`src/rtl/cslice_alu_pkg.sv`:
```
package cslice_alu_pkg;

  typedef enum logic [2:0] {
    OP_ADD = 3'b000,
    OP_SUB = 3'b001,
    OP_AND = 3'b010,
    OP_OR  = 3'b011,
    OP_SHL = 3'b100,
    OP_SHR = 3'b101
  } alu_op_e;

  typedef enum logic [1:0] {
    SRC_CHAIN = 2'd0,
    SRC_SHL   = 2'd1,
    SRC_SHR   = 2'd2,
    SRC_NONE  = 2'd3
  } alu_src_e;

  typedef struct packed {
    logic [3:0] fsel;
    logic       mode;     // 1 = logic, 0 = arithmetic
    logic       cin;
    alu_src_e   src;
    logic       cout_en;
  } alu_ctrl_t;

  localparam int NUM_OPS = 8;

  function automatic alu_ctrl_t ctrl_word(input int code);
    alu_ctrl_t w;
    w = '{fsel: 4'b0000, mode: 1'b1, cin: 1'b0, src: SRC_NONE, cout_en: 1'b0};
    case (code)
      0: w = '{fsel: 4'b1001, mode: 1'b0, cin: 1'b0, src: SRC_CHAIN, cout_en: 1'b1};
      1: w = '{fsel: 4'b0110, mode: 1'b0, cin: 1'b1, src: SRC_CHAIN, cout_en: 1'b1};
      2: w = '{fsel: 4'b1011, mode: 1'b1, cin: 1'b0, src: SRC_CHAIN, cout_en: 1'b0};
      3: w = '{fsel: 4'b1110, mode: 1'b1, cin: 1'b0, src: SRC_CHAIN, cout_en: 1'b0};
      4: w.src = SRC_SHL;
      5: w.src = SRC_SHR;
      default: ;
    endcase
    return w;
  endfunction

endpackage

```
`src/rtl/alu_op_rom.sv`:
```
module alu_op_rom
  import cslice_alu_pkg::*;
(
  input  logic [2:0] op_i,
  output alu_ctrl_t  ctrl_o
);
  alu_ctrl_t rom_w [NUM_OPS];

  for (genvar g = 0; g < NUM_OPS; g++) begin : g_rom
    assign rom_w[g] = ctrl_word(g);
  end

  assign ctrl_o = rom_w[op_i];
endmodule

```
`src/rtl/alu_slice.sv`:
```
module alu_slice #(
  parameter int W = 4
) (
  input  logic [3:0]   fsel_i,
  input  logic         mode_i,
  input  logic         cin_i,
  input  logic [W-1:0] a_i,
  input  logic [W-1:0] b_i,
  output logic [W-1:0] f_o,
  output logic         cout_o
);
  logic [W-1:0] x_w, y_w;
  logic [W:0]   c_w;

  // Per-bit operand terms chosen by the function select.
  assign x_w = a_i | (b_i & {W{fsel_i[0]}}) | (~b_i & {W{fsel_i[1]}});
  assign y_w = (a_i & ~b_i & {W{fsel_i[2]}}) | (a_i & b_i & {W{fsel_i[3]}});

  always_comb begin
    c_w[0] = cin_i;
    for (int i = 0; i < W; i++) begin
      c_w[i+1] = (x_w[i] & y_w[i]) | ((x_w[i] ^ y_w[i]) & c_w[i]);
    end
  end

  assign f_o    = mode_i ? ~(x_w ^ y_w) : (x_w ^ y_w ^ c_w[W-1:0]);
  assign cout_o = mode_i ? 1'b0 : c_w[W];
endmodule

```
`src/rtl/alu_shift1.sv`:
```
module alu_shift1 #(
  parameter int W    = 16,
  parameter bit LEFT = 1'b1
) (
  input  logic [W-1:0] d_i,
  output logic [W-1:0] q_o
);
  if (LEFT) begin : g_left
    assign q_o = {d_i[W-2:0], 1'b0};
  end else begin : g_right
    assign q_o = {1'b0, d_i[W-1:1]};
  end
endmodule

```
`src/rtl/cslice_alu16.sv`:
```
module cslice_alu16
  import cslice_alu_pkg::*;
#(
  parameter int SLICE_W    = 4,
  parameter int NUM_SLICES = 4
) (
  input  logic [2:0]                    op_i,
  input  logic [SLICE_W*NUM_SLICES-1:0] a_i,
  input  logic [SLICE_W*NUM_SLICES-1:0] b_i,
  output logic [SLICE_W*NUM_SLICES-1:0] result_o,
  output logic                          carry_o,
  output logic                          zero_o
);
  localparam int DATA_W = SLICE_W * NUM_SLICES;

  alu_ctrl_t           ctrl_w;
  logic [NUM_SLICES:0] chain_c;
  logic [DATA_W-1:0]   chain_f, shl_f, shr_f;

  alu_op_rom u_rom (.op_i(op_i), .ctrl_o(ctrl_w));

  assign chain_c[0] = ctrl_w.cin;

  for (genvar s = 0; s < NUM_SLICES; s++) begin : g_slice
    alu_slice #(.W(SLICE_W)) u_slice (
      .fsel_i (ctrl_w.fsel),
      .mode_i (ctrl_w.mode),
      .cin_i  (chain_c[s]),
      .a_i    (a_i[s*SLICE_W +: SLICE_W]),
      .b_i    (b_i[s*SLICE_W +: SLICE_W]),
      .f_o    (chain_f[s*SLICE_W +: SLICE_W]),
      .cout_o (chain_c[s+1])
    );
  end

  alu_shift1 #(.W(DATA_W), .LEFT(1'b1)) u_shl (.d_i(a_i), .q_o(shl_f));
  alu_shift1 #(.W(DATA_W), .LEFT(1'b0)) u_shr (.d_i(a_i), .q_o(shr_f));

  always_comb begin
    case (ctrl_w.src)
      SRC_CHAIN: result_o = chain_f;
      SRC_SHL:   result_o = shl_f;
      SRC_SHR:   result_o = shr_f;
      default:   result_o = '0;
    endcase
  end

  assign carry_o = ctrl_w.cout_en & chain_c[NUM_SLICES];
  assign zero_o  = ~|result_o;
endmodule

```
`config.mk`:
```
export PLATFORM = sky130hd
export DESIGN_NAME = cslice_alu16
export DESIGN_NICKNAME = d
export VERILOG_FILES = /design/src/rtl/cslice_alu_pkg.sv /design/src/rtl/alu_op_rom.sv /design/src/rtl/alu_slice.sv /design/src/rtl/alu_shift1.sv /design/src/rtl/cslice_alu16.sv
export SDC_FILE = /design/constraint.sdc
export NUM_CORES = 1
export LEC_CHECK = 0
export BUFFER_PORTS_ARGS = -buffer_cell sky130_fd_sc_hd__buf_2
export CAP_MARGIN = 20
export CORE_MARGIN = 4
export CORE_UTILIZATION = 50
export DETAILED_ROUTE_END_ITERATION = 8
export PLACE_DENSITY = 0.77
export SLEW_MARGIN = 20
export SYNTH_ARGS = -nofsm -noshare
export SYNTH_HDL_FRONTEND = slang
export SYNTH_SLANG_ARGS = --single-unit
```
`constraint.sdc`:
```
create_clock -name vclk -period 34.9
set_input_delay 3.49 -clock vclk [all_inputs]
set_output_delay 3.49 -clock vclk [all_outputs]
set_load 0.01 [all_outputs]
```
==> run summary <==
=======================================================================================
Final core utilization                                                            58.5%
Count of buffers from port buffering                                                 53
Final-layout setup total negative slack                                            0 ns
Seq. cell area                                                                    0 µm²
Portion of synthesized cell area occupied by the leading cell type                16.4%
Floorplan die width                                                             70.5 µm
Number of distinct library cells after synthesis                                     41
Largest cells by area after synthesis                                      fa_1, ha_1, mux2_2, mux2i_1, a211o_1
Worst hold path cell count                                                            4
Setup repair after global routing missed its margin                                  no
Post-route clock period utilization                                               51.0%
Antenna diode instance count                                                          0
Fin. Hold Viols                                                                       0
Seq Cell Count                                                                        0
Placed wire-length estimate                                                     4140 µm
Top-level port count                                                                 53
Path type of the worst min-delay path                                         in -> out
DR pass1 iterations                                                                   4
Pin count of the biggest net entering global routing                                 40
Yosys warns                                                                           0
Count of placed standard cells in the final layout, fillers left out                332
Max FO, Critical Path                                                                22
Cell total after placement                                                          332
Area added between synthesis and finish                                           11.5%
Setup violators final                                                                 0
Most frequent standard cell in the layout excluding fill and tap cells            buf_2
Number of pins exceeding their max-slew limit in the final report                     0
DR vias                                                                            1989
Peak ir drop on the vdd network                                               0.0100 mV
Initial core utilization                                                          52.5%
XOR/XNOR share of the synthesized area                                               0%
Average detailed-routed wire length per instance                                16.5 µm
Die Span Y                                                                      70.5 µm
Gate count of the mapped netlist                                                    245
Per-cell via count in the routed design                                            5.99
Result of the run                                                          finished clean
Fill count                                                                          378
Sw frac                                                                           54.8%
Required time of the critical path                                             31.41 ns
Area of the die                                                                4960 µm²
Area fraction in compound gates after synthesis                                   26.9%
Share of layout cells above drive strength 1                                      26.1%
Proportion of power drawn by combinational gates                                 100.0%
Net load switching power                                                      0.0192 mW
Avg Synthesized Cell Area                                                      7.96 µm²
Total standard cell area after synthesis                                       1950 µm²
Global-route wire length before repair                                          9320 µm
Multiplexer fraction of the synthesized cell area                                 16.4%
Total Routing Usage GR                                                            22.3%
Total core area                                                                3720 µm²
Sequential power share                                                               0%
Portion of the post-synthesis area used by sequential elements                       0%
Critical Path Start Type                                                      input pin
Data arrival time of the worst path                                            14.31 ns
Post-route total power                                                        0.0350 mW
Relative slew margins                                                             49.2%
GPL Wtd Cong                                                                      0.843
Antenna Nets Post-Route                                                               0
Internal power consumption                                                    0.0158 mW
Area fraction in and, or, nand and nor cells after synthesis                      20.8%
Via count of the first global-routing pass                                         1962
Number of core rows                                                                  22
Category of the critical setup timing path                                    in -> out
Maximum clock frequency                                                        56.2 MHz
Hold-fix buffer count after cts                                                       0
PwrDens                                                                     16.1 nW/µm²
Antenna violations before repair                                                      0
DRT Wirelength                                                                  5480 µm
Number of violations reported at the end of detailed-routing iteration 0            197
Adder-Cell Fraction of Synth Area                                                 26.7%
Part of the power in the clock network                                               0%
PostCTS Resize Cnt                                                                    0
Smallest hold slack                                                             7.43 ns
Endpoint kind of the worst setup timing path                                output port
Main combinational cell family by area after synthesis                     compound AO/OA/AOI/OAI gates
Total of max-cap violations                                                           0
Synthesized net count                                                               312
Final nets                                                                          353
Post-CTS repair timing setup buffer count                                             0
Lkg Pwr                                                                         1.07 nW
Total overflow reported by the global router                                          0
Largest area contributor in the netlist                                            fa_1
Slew @ Worst Pin                                                               0.763 ns
Commonest cells after routing, fill and taps aside                         buf_2, nor2_1, and2_1, o21ai_0, a211o_1
Remaining DRCs                                                                        0
Minimum clock period after layout                                              17.80 ns
Clkbuf count                                                                          0
=======================================================================================
## critical path: stages
cell and delay, ns:
buf_2 0.46, nand2b_1 0.56, nor2_1 0.27, o21ai_0 0.14, fa_1 0.43, fa_1 0.47
fa_1 0.48, fa_1 0.42, or3_1 0.35, fa_1 0.46, fa_1 0.48, fa_1 0.47
fa_1 0.41, or3_1 0.35, fa_1 0.48, fa_1 0.47, fa_1 0.48, fa_1 0.42
or3_1 0.34, fa_1 0.48, fa_1 0.46, fa_1 0.46, fa_1 0.54, mux2_2 0.14
o32ai_1 0.10, nor4_1 0.33, and4_1 0.23, buf_2 0.13
## power by group through the flow
stage | logic (mW) | registers (mW) | clock network [mW]
4_1_cts | 0.0349 | 0 | 0
3_5_place_dp | 0.0345 | 0 | 0
2_1_floorplan | 0.0236 | 0 | 0
5_1_grt | 0.0389 | 0 | 0
6_report | 0.0350 | 0 | 0
3_3_place_gp | 0.0336 | 0 | 0
## metrics by stage
step,worst slack [ns],instance area [µm²]
2_1_floorplan,18.09,1950
3_3_place_gp,17.38,2170
3_5_place_dp,17.06,2170
4_1_cts,17.04,2170
5_1_grt,16.57,2170
6_report,17.10,2170
## metal layers
layer  vias to the layer above  GRT usage, %  wire length [µm]
met3                         5          1.73               467
met1                       936          31.9              2430
met2                        85          37.7              2540
met4                         0          2.13                33
met5                         -             0                 0
li1                        963             -                 -
## final cells by class
class	count	area, µm²	share of cell area [%]
inverters	17	63.8	2.93
multi-input cells	212	1770	81.4
well taps	48	60.1	2.76
repair buffers	55	280	12.9
## logic make-up (layout without fill, tap and decap cells)
group,Yosys count,count (layout)
AOI/OAI and AO/OA,74,74
adders and majority gates,32,32
buffers and inverters,33,72
muxes,30,30
and+or+nand+nor,76,76
## Yosys cell counts (4+ instances only)
library cell and count:
fa_1 16, o21ai_0 18, o22ai_1 15, inv_1 16, mux2i_1 15, ha_1 16
nor2_1 34, clkbuf_1 4, mux2_2 15, and2_1 18, a211o_1 17, o21a_1 16
buf_2 5
## path summary, 6_finish.rpt
kind	slack [ns]	end	start
min	7.43	result_o[15]	a_i[14]
max	17.10	zero_o	op_i[0]
Note: power is estimated with default switching activity, not from simulation.
